==> src/rtl/ift_pkg.sv <==
package ift_pkg;
  localparam int ENTRIES   = 32;
  localparam int IDX_W     = $clog2(ENTRIES);
  localparam int CLASSES   = 5;
  localparam int CLS_W     = $clog2(CLASSES);
  localparam int RESOURCES = 3;
  localparam int RES_W     = $clog2(RESOURCES);

  typedef enum logic [1:0] {
    ENT_FREE   = 2'd0,
    ENT_WAIT   = 2'd1,
    ENT_READY  = 2'd2,
    ENT_ISSUED = 2'd3
  } entState_e;

  typedef struct packed {
    logic             alloc;
    logic             allocWait;
    logic [IDX_W-1:0] allocIdx;
    logic [IDX_W-1:0] waitIdx;
    logic [RES_W-1:0] allocRes;
    logic             issue;
    logic [IDX_W-1:0] issueIdx;
    logic             retire;
    logic [IDX_W-1:0] retireIdx;
  } tblStrobe_t;

  function automatic logic [RES_W-1:0] classToRes(input logic [CLS_W-1:0] cls);
    int c;
    c = int'(cls);
    return RES_W'(c % RESOURCES);
  endfunction
endpackage

==> src/rtl/ift_rr_pick.sv <==
module ift_rr_pick #(
  parameter int N  = 32,
  parameter int IW = $clog2(N)
) (
  input  logic [N-1:0]  req,
  input  logic [IW-1:0] ptr,
  output logic          pickAny,
  output logic [IW-1:0] pickIdx
);
  // N is a power of two, so the index sum wraps on its own
  always_comb begin
    pickAny = 1'b0;
    pickIdx = '0;
    for (int k = N - 1; k >= 0; k--) begin
      if (req[ptr + IW'(k)]) begin
        pickAny = 1'b1;
        pickIdx = ptr + IW'(k);
      end
    end
  end
endmodule

==> src/rtl/ift_table.sv <==
module ift_table
  import ift_pkg::*;
#(
  parameter int ADDR_W = 16
) (
  input  logic                            clk,
  input  logic                            rst_n,
  input  tblStrobe_t                      strobe,
  input  logic [ADDR_W-1:0]               lookAddr,
  output logic                            hitAny,
  output logic [IDX_W-1:0]                hitIdx,
  output logic                            freeAny,
  output logic [IDX_W-1:0]                freeIdx,
  output logic [ENTRIES-1:0]              readyVec,
  output logic [ENTRIES-1:0]              issuedVec,
  output logic [ENTRIES-1:0][RES_W-1:0]   resOf
);
  entState_e          entState [ENTRIES];
  logic [ADDR_W-1:0]  entAddr  [ENTRIES];
  logic [IDX_W-1:0]   entWait  [ENTRIES];
  logic [RES_W-1:0]   entRes   [ENTRIES];
  logic [ENTRIES-1:0] entTail;
  logic [ENTRIES-1:0] hitVec;

  always_ff @(posedge clk) begin
    if (!rst_n) begin
      entTail <= '0;
      for (int i = 0; i < ENTRIES; i++) begin
        entState[i] <= ENT_FREE;
        entAddr[i]  <= '0;
        entWait[i]  <= '0;
        entRes[i]   <= '0;
      end
    end else begin
      for (int i = 0; i < ENTRIES; i++) begin
        if (strobe.alloc && strobe.allocIdx == IDX_W'(i)) begin
          entState[i] <= strobe.allocWait ? ENT_WAIT : ENT_READY;
          entAddr[i]  <= lookAddr;
          entWait[i]  <= strobe.waitIdx;
          entRes[i]   <= strobe.allocRes;
          entTail[i]  <= 1'b1;
        end else begin
          if (strobe.retire && strobe.retireIdx == IDX_W'(i)) begin
            entState[i] <= ENT_FREE;
            entTail[i]  <= 1'b0;
          end else if (strobe.issue && strobe.issueIdx == IDX_W'(i)) begin
            entState[i] <= ENT_ISSUED;
          end else if (entState[i] == ENT_WAIT && strobe.retire &&
                       entWait[i] == strobe.retireIdx) begin
            entState[i] <= ENT_READY;
          end
          if (strobe.alloc && strobe.allocWait && strobe.waitIdx == IDX_W'(i))
            entTail[i] <= 1'b0;
        end
      end
    end
  end

  // address compare against the newest entry of each chain
  always_comb begin
    for (int i = 0; i < ENTRIES; i++) begin
      hitVec[i]    = entTail[i] && entState[i] != ENT_FREE && entAddr[i] == lookAddr;
      readyVec[i]  = entState[i] == ENT_READY;
      issuedVec[i] = entState[i] == ENT_ISSUED;
      resOf[i]     = entRes[i];
    end
  end

  always_comb begin
    hitAny  = 1'b0;
    hitIdx  = '0;
    freeAny = 1'b0;
    freeIdx = '0;
    for (int i = ENTRIES - 1; i >= 0; i--) begin
      if (hitVec[i]) begin
        hitAny = 1'b1;
        hitIdx = IDX_W'(i);
      end
      if (entState[i] == ENT_FREE) begin
        freeAny = 1'b1;
        freeIdx = IDX_W'(i);
      end
    end
  end

  AST_CAM_ONEHOT: assert property (@(posedge clk) disable iff (!rst_n)
    $onehot0(hitVec)) else $error("address compare hit several chains");
  AST_ALLOC_FREE: assert property (@(posedge clk) disable iff (!rst_n)
    strobe.alloc |-> entState[strobe.allocIdx] == ENT_FREE) else $error("allocation over live entry");
  AST_ISSUE_READY: assert property (@(posedge clk) disable iff (!rst_n)
    strobe.issue |-> entState[strobe.issueIdx] == ENT_READY) else $error("issue of entry not ready");

  for (genvar g = 0; g < ENTRIES; g++) begin : g_entChk
    AST_WAIT_TARGET_LIVE: assert property (@(posedge clk) disable iff (!rst_n)
      entState[g] == ENT_WAIT |-> entState[entWait[g]] != ENT_FREE) else $error("waiter lost its target");
  end
endmodule

==> src/rtl/ift_ctrl.sv <==
module ift_ctrl
  import ift_pkg::*;
(
  input  logic                           clk,
  input  logic                           rst_n,
  input  logic                           inValid,
  input  logic                           inMerge,
  input  logic [CLS_W-1:0]               inClass,
  input  logic                           retireValid,
  input  logic [IDX_W-1:0]               retireIdx,
  input  logic [RESOURCES-1:0]           resRelease,
  input  logic                           hitAny,
  input  logic [IDX_W-1:0]               hitIdx,
  input  logic                           freeAny,
  input  logic [IDX_W-1:0]               freeIdx,
  input  logic [ENTRIES-1:0]             readyVec,
  input  logic [ENTRIES-1:0]             issuedVec,
  input  logic [ENTRIES-1:0][RES_W-1:0]  resOf,
  output tblStrobe_t                     strobe,
  output logic                           inReady,
  output logic                           allocValid,
  output logic [IDX_W-1:0]               allocIdx,
  output logic                           mergeValid,
  output logic [IDX_W-1:0]               mergeIdx,
  output logic [RESOURCES-1:0]           issueValid,
  output logic [IDX_W-1:0]               issueIdx
);
  logic                 retireEff, effHit, doMerge, accept;
  logic [RESOURCES-1:0] resBusy;
  logic [ENTRIES-1:0]   eligible;
  logic                 pickAny;
  logic [IDX_W-1:0]     pickIdx;
  logic [IDX_W-1:0]     rrPtr;
  logic                 s2Valid;
  logic [IDX_W-1:0]     s2Idx;
  logic [RES_W-1:0]     s2Res;

  // a hit on an entry retiring this cycle is treated as a miss
  always_comb begin
    retireEff = retireValid && issuedVec[retireIdx];
    effHit    = hitAny && !(retireEff && hitIdx == retireIdx);
    doMerge   = effHit && inMerge;
    inReady   = doMerge || freeAny;
    accept    = inValid && inReady;
  end

  always_comb begin
    strobe           = '0;
    strobe.alloc     = accept && !doMerge;
    strobe.allocWait = effHit;
    strobe.allocIdx  = freeIdx;
    strobe.waitIdx   = hitIdx;
    strobe.allocRes  = classToRes(inClass);
    strobe.issue     = s2Valid;
    strobe.issueIdx  = s2Idx;
    strobe.retire    = retireEff;
    strobe.retireIdx = retireIdx;
  end

  always_ff @(posedge clk) begin
    if (!rst_n) begin
      allocValid <= 1'b0;
      allocIdx   <= '0;
      mergeValid <= 1'b0;
      mergeIdx   <= '0;
    end else begin
      allocValid <= accept && !doMerge;
      allocIdx   <= freeIdx;
      mergeValid <= accept && doMerge;
      mergeIdx   <= hitIdx;
    end
  end

  // stage one: skip the entry held in stage two and the resource it claims
  always_comb begin
    for (int i = 0; i < ENTRIES; i++) begin
      eligible[i] = readyVec[i] && !resBusy[resOf[i]] &&
                    !(s2Valid && (s2Idx == IDX_W'(i) || s2Res == resOf[i]));
    end
  end

  ift_rr_pick #(.N(ENTRIES), .IW(IDX_W)) i_pick (
    .req     (eligible),
    .ptr     (rrPtr),
    .pickAny (pickAny),
    .pickIdx (pickIdx)
  );

  always_ff @(posedge clk) begin
    if (!rst_n) begin
      s2Valid <= 1'b0;
      s2Idx   <= '0;
      s2Res   <= '0;
      rrPtr   <= '0;
      resBusy <= '0;
    end else begin
      s2Valid <= pickAny;
      s2Idx   <= pickIdx;
      s2Res   <= resOf[pickIdx];
      if (pickAny) rrPtr <= pickIdx + IDX_W'(1);
      for (int r = 0; r < RESOURCES; r++) begin
        resBusy[r] <= (s2Valid && s2Res == RES_W'(r)) || (resBusy[r] && !resRelease[r]);
      end
    end
  end

  for (genvar r = 0; r < RESOURCES; r++) begin : g_port
    assign issueValid[r] = s2Valid && s2Res == RES_W'(r);
    AST_BUSY_AFTER_ISSUE: assert property (@(posedge clk) disable iff (!rst_n)
      issueValid[r] |=> resBusy[r]) else $error("resource not held after issue");
  end
  assign issueIdx = s2Idx;

  AST_ONE_ISSUE: assert property (@(posedge clk) disable iff (!rst_n)
    $onehot0(issueValid)) else $error("several issues in one cycle");
  AST_NO_REPICK: assert property (@(posedge clk) disable iff (!rst_n)
    s2Valid |=> !(s2Valid && s2Idx == $past(s2Idx))) else $error("entry picked twice");
  AST_ISSUE_RES_FREE: assert property (@(posedge clk) disable iff (!rst_n)
    s2Valid |-> !resBusy[s2Res]) else $error("issue to busy resource");
  AST_PTR_PAST_ISSUE: assert property (@(posedge clk) disable iff (!rst_n)
    s2Valid |-> rrPtr == s2Idx + IDX_W'(1)) else $error("pointer not past issued entry");
endmodule

==> src/rtl/ift_sched.sv <==
module ift_sched
  import ift_pkg::*;
#(
  parameter int ADDR_W = 16
) (
  input  logic                  clk,
  input  logic                  rst_n,
  input  logic                  inValid,
  input  logic [ADDR_W-1:0]     inAddr,
  input  logic [CLS_W-1:0]      inClass,
  input  logic                  inMerge,
  output logic                  inReady,
  output logic                  allocValid,
  output logic [IDX_W-1:0]      allocIdx,
  output logic                  mergeValid,
  output logic [IDX_W-1:0]      mergeIdx,
  output logic [RESOURCES-1:0]  issueValid,
  output logic [IDX_W-1:0]      issueIdx,
  input  logic [RESOURCES-1:0]  resRelease,
  input  logic                  retireValid,
  input  logic [IDX_W-1:0]      retireIdx
);
  tblStrobe_t                    strobe;
  logic                          hitAny, freeAny;
  logic [IDX_W-1:0]              hitIdx, freeIdx;
  logic [ENTRIES-1:0]            readyVec, issuedVec;
  logic [ENTRIES-1:0][RES_W-1:0] resOf;

  ift_table #(.ADDR_W(ADDR_W)) i_table (
    .clk       (clk),
    .rst_n     (rst_n),
    .strobe    (strobe),
    .lookAddr  (inAddr),
    .hitAny    (hitAny),
    .hitIdx    (hitIdx),
    .freeAny   (freeAny),
    .freeIdx   (freeIdx),
    .readyVec  (readyVec),
    .issuedVec (issuedVec),
    .resOf     (resOf)
  );

  ift_ctrl i_ctrl (
    .clk         (clk),
    .rst_n       (rst_n),
    .inValid     (inValid),
    .inMerge     (inMerge),
    .inClass     (inClass),
    .retireValid (retireValid),
    .retireIdx   (retireIdx),
    .resRelease  (resRelease),
    .hitAny      (hitAny),
    .hitIdx      (hitIdx),
    .freeAny     (freeAny),
    .freeIdx     (freeIdx),
    .readyVec    (readyVec),
    .issuedVec   (issuedVec),
    .resOf       (resOf),
    .strobe      (strobe),
    .inReady     (inReady),
    .allocValid  (allocValid),
    .allocIdx    (allocIdx),
    .mergeValid  (mergeValid),
    .mergeIdx    (mergeIdx),
    .issueValid  (issueValid),
    .issueIdx    (issueIdx)
  );
endmodule

==> config.mk <==
export PLATFORM = sky130hd
export DESIGN_NAME = ift_sched
export DESIGN_NICKNAME = d
export VERILOG_FILES = /design/src/rtl/ift_pkg.sv /design/src/rtl/ift_rr_pick.sv /design/src/rtl/ift_table.sv /design/src/rtl/ift_ctrl.sv /design/src/rtl/ift_sched.sv
export SDC_FILE = /design/constraint.sdc
export NUM_CORES = 2
export LEC_CHECK = 0
export BUFFER_PORTS_ARGS = -buffer_cell sky130_fd_sc_hd__buf_2
export CELL_PAD_IN_SITES_DETAIL_PLACEMENT = 1
export CELL_PAD_IN_SITES_GLOBAL_PLACEMENT = 2
export CORE_AREA = 8 8 359 361
export CTS_CLUSTER_DIAMETER = 120
export DETAILED_ROUTE_END_ITERATION = 7
export DIE_AREA = 0 0 367 369
export PLACE_DENSITY = 0.83
export SYNTH_ARGS = -nofsm -noshare
export SYNTH_HDL_FRONTEND = slang
export SYNTH_SLANG_ARGS = --single-unit
==> constraint.sdc <==
create_clock -name clk -period 7.1 [get_ports clk]
set_input_delay 0.355 -clock clk [delete_from_list [all_inputs] [get_ports clk]]
set_output_delay 0.355 -clock clk [all_outputs]
set_load 0.02 [all_outputs]
==> metrics.txt <==
FF-to-FF path depth=19; diode count=0; area delta synth->final=12.2%; layout cells sized above 1=12.5%; Critical R2R Launch=i_ctrl.s2Res[1]; global-route wire length before repair=325000 µm; top cells by count, synth=800 x edfxtp_1, 682 x nor2_1, 446 x xor2_1, 371 x nand2_1, 338 x xnor2_1; sequential fraction of design power=between 20% and 30%; Clock Skew=around 0.052 ns; final total power=around 0.023 W; EDFF count, synth=800; WP buf/inv=2; placed wire-length estimate=about 170000 µm; TNS Setup=0 ns; Initial DRC Count=between 4000 and 5000; TritonRoute pass-1 iters=6; CP Class=flip-flop to flip-flop; Sw Ratio=around 44%; fin cells=between 6000 and 7000; Critical Path Start Type=flip-flop; Worst-path clk slew=roughly 0.060 ns; final worst path period need=6.79 ns; drt total wl=between 200000 and 250000 µm; Tot GR Track Use=32.3%; post-synth top area share=between 40% and 50%; CTS root buf=clkbuf_16; P_sw=just over 0.01 W; die footprint=135000 µm²; top-count cell post-synth=edfxtp_1; grt total ovfl=0; failing checks=max-capacitance violations, max-slew violations; CP top delay family=simple AND/OR/NAND/NOR gates; wire per inst=~33 µm; pwr dens=roughly 390 nW/µm²; die width=367 µm; CTS tree=done; crit path from=i_ctrl.s2Res[1]; Layout Nets=~5300; H-tree level count=3; CTS Buffer Depth=3; clock sinks=860; post-CTS setup buffer count=0; Die H=about 370 µm; Yosys reg bits=860; largest stage delay on the critical path=approximately 1.2 ns; RR Endpoint=i_ctrl.s2Res[0]; Hold Path Class=primary input to flip-flop; R2R Setup Slk=0.31 ns; CP endpoint=i_ctrl.s2Res[0]; Num CTS Buffers=96; RSZ-0062 raised after global routing=no; Slew @ Worst Pin=approximately 1.5 ns; Mapped Cells=between 5000 and 6000; Slew headroom=-0.199%; CP endpoint kind=flip-flop; core box area=between 100000 and 150000 µm²; CP Depth=19; peak supply drop=slightly below 500 µV; DR DRC count=0; area leader, netlist=edfxtp_1; synth unique cells=between 100 and 150; initial antenna violation count=4; worst skew pair latency=approximately 0.7 ns; max-cap violation count=1; slowest cell on the critical path=nor3_1; vias in the first global route=~46000; status=finished, violations left; final number of hold-violating endpoints=0; Max Freq=roughly 0.15 GHz; initial core utilization=42.7%; Critical Path RT=7.67 ns; syn_nets=between 5000 and 6000; LEAKAGE=20.8 nW; cell-internal power=between 0.01 and 0.015 W; ys flop type=edfxtp_1; Gate power share=between 50% and 60%; Row Count=about 130; Post-Syn Area=about 53000 µm²; Final Max Slew Viols=1; Routed Antenna Nets=0; Seq/Total Area, Yosys=around half; CP Max Fanout=36; routed vias/inst=between 6 and 7; gpl congestion=1.00; synth top area cells=edfxtp_1 46%, xor2_1 7.4%, xnor2_1 5.6%, nor2_1 4.9%, mux2i_1 3.0%; Worst Path Arrival=about 7.4 ns; final setup fails=0; clock power share=22.1%; Synth async-reset ratio=0%; Ports=53; average cell area after synthesis=about 10 µm²; routed vias=between 40000 and 50000; Placed Instances=roughly 6800; Final Cycle Share=a little over nine tenths; number of port buffers=52; crit-path most repeated cell=mux2i_1; Cell Chain, Critical Path=buf_4 -> xor2_1 -> nor3_1 -> nor3_1 -> mux4_2 -> mux2i_1 -> o22ai_1 -> nand2_1 -> and2_1 -> nand3_1 -> o31ai_1 -> a211oi_1 -> o31ai_4 -> buf_12 -> mux2i_1 -> mux2i_1 -> mux2i_1 -> mux2i_1 -> a22o_1; Synth Warn #=0; largest net degree at the start of global routing=46
## per-stage QoR
stage	hold WS [ns]	instance area, µm²	util [%]	setup WS, ns
after floorplan	0.476	52500	-	1.03
after global placement	0.486	55800	45.4	0.550
after detailed placement	0.495	55800	45.4	0.560
after CTS	0.00325	59000	48.0	0.501
after global routing	0.0279	59000	48.0	0.175
final	0.0404	59000	48.0	0.307
## flip-flops by register name (all words and copies together), names as in the netlist
register and count:
i_ctrl.issueIdx 5, i_table.entRes 64, i_ctrl.s2Valid 1, i_ctrl.resBusy 3
i_ctrl.s2Res 2, i_ctrl.allocValid 1, i_ctrl.allocIdx 5, i_table.entState 64
i_ctrl.mergeIdx 5, i_table.entWait 160, i_ctrl.rrPtr 5, i_table.entTail 32
i_ctrl.mergeValid 1, i_table.entAddr 512
## area by class of cell
type,instances,area (µm²)
Sequential cell,860,25200
Tap cell,1637,2050
Clock inverter,58,609
Clock buffer,122,2530
Timing Repair Buffer,336,2640
Multi-Input combinational cell,3862,25600
Inverter,97,367
Fill cell,13600,64000
## kinds of logic (layout without fill, tap and decap cells)
group           count (synthesis)  after routing  synth area share (%)
fa+ha+maj                      14             14                 0.333
simple gates                 2060           2060                  19.8
mux                           209            209                  4.94
buf+inv                       422            613                  3.54
compound gates                795            795                  10.3
flops                         860            860                  48.0
xor+xnor                      784            784                  13.1
## per-layer routing
| metal | wire [µm] | vias to the layer above | global-route usage [%] |
|---|---|---|---|
| met1 | 89400 | 22900 | 40.6 |
| met5 | 31 | - | 0 |
| met3 | 17000 | 674 | 4.96 |
| met4 | 14600 | 4 | 17.9 |
| met2 | 106000 | 2275 | 53.2 |
| li1 | - | 19200 | - |
## worst min path at each step
stage / cells past startpoint / slack (ns) / endpoint / start
detailed placement: 2 / 0.49 / i_table.entTail[25] / i_table.entTail[25]
floorplan: 2 / 0.48 / i_table.entTail[21] / i_table.entTail[21]
finish: 3 / 0.04 / i_ctrl.allocValid / inValid
global route: 3 / 0.03 / i_ctrl.allocValid / inValid
CTS: 3 / 0.003 / i_ctrl.allocValid / inValid
global placement: 2 / 0.49 / i_table.entTail[19] / i_table.entTail[19]
## worst register-to-register path: stages (launching register included)
cell      delay [ns]
dfxtp_2         0.75
buf_4           0.36
xor2_1          0.17
nor3_1          0.09
nor3_1          1.19
mux4_2          0.60
mux2i_1         0.14
o22ai_1         0.53
nand2_1         0.25
and2_1          0.29
nand3_1         0.22
o31ai_1         0.12
a211oi_1        0.47
o31ai_4         0.16
buf_12          0.20
mux2i_1         0.45
mux2i_1         0.15
mux2i_1         0.15
mux2i_1         0.13
a22o_1          0.25
## power groups by stage
stage	Combinational, W	Sequential [W]	Clock [W]
2_1_floorplan	0.00716	0.00621	0
3_3_place_gp	0.0112	0.00635	0
3_5_place_dp	0.0113	0.00637	0
4_1_cts	0.0114	0.00627	0.00510
5_1_grt	0.0122	0.00630	0.00526
6_report	0.0116	0.00627	0.00506
## placed cells by master (no fill, tap or decap), drive strengths merged, types with 33 or more instances in the layout
master / n
nor2: 682
buf: 335
nand4: 117
a211oi: 36
clkinv: 43
nor3: 154
nand3: 132
nand3b: 41
mux2i: 156
nand2: 371
nand2b: 33
dfxtp: 60
o22ai: 62
o21ai: 121
edfxtp: 800
or2: 36
xnor2: 338
inv: 98
or4: 46
mux4: 39
or3b: 38
clkbuf: 122
or3: 64
a21oi: 218
xor2: 446
o211ai: 67
nor4: 164
## timing repair
action,in CTS,in global routing
resized for setup,0,0
hold buffers,1,0
endpoints found under the setup margin,0,0
hold endpoints to repair,1,0
Power figures use the tool's default switching activity.
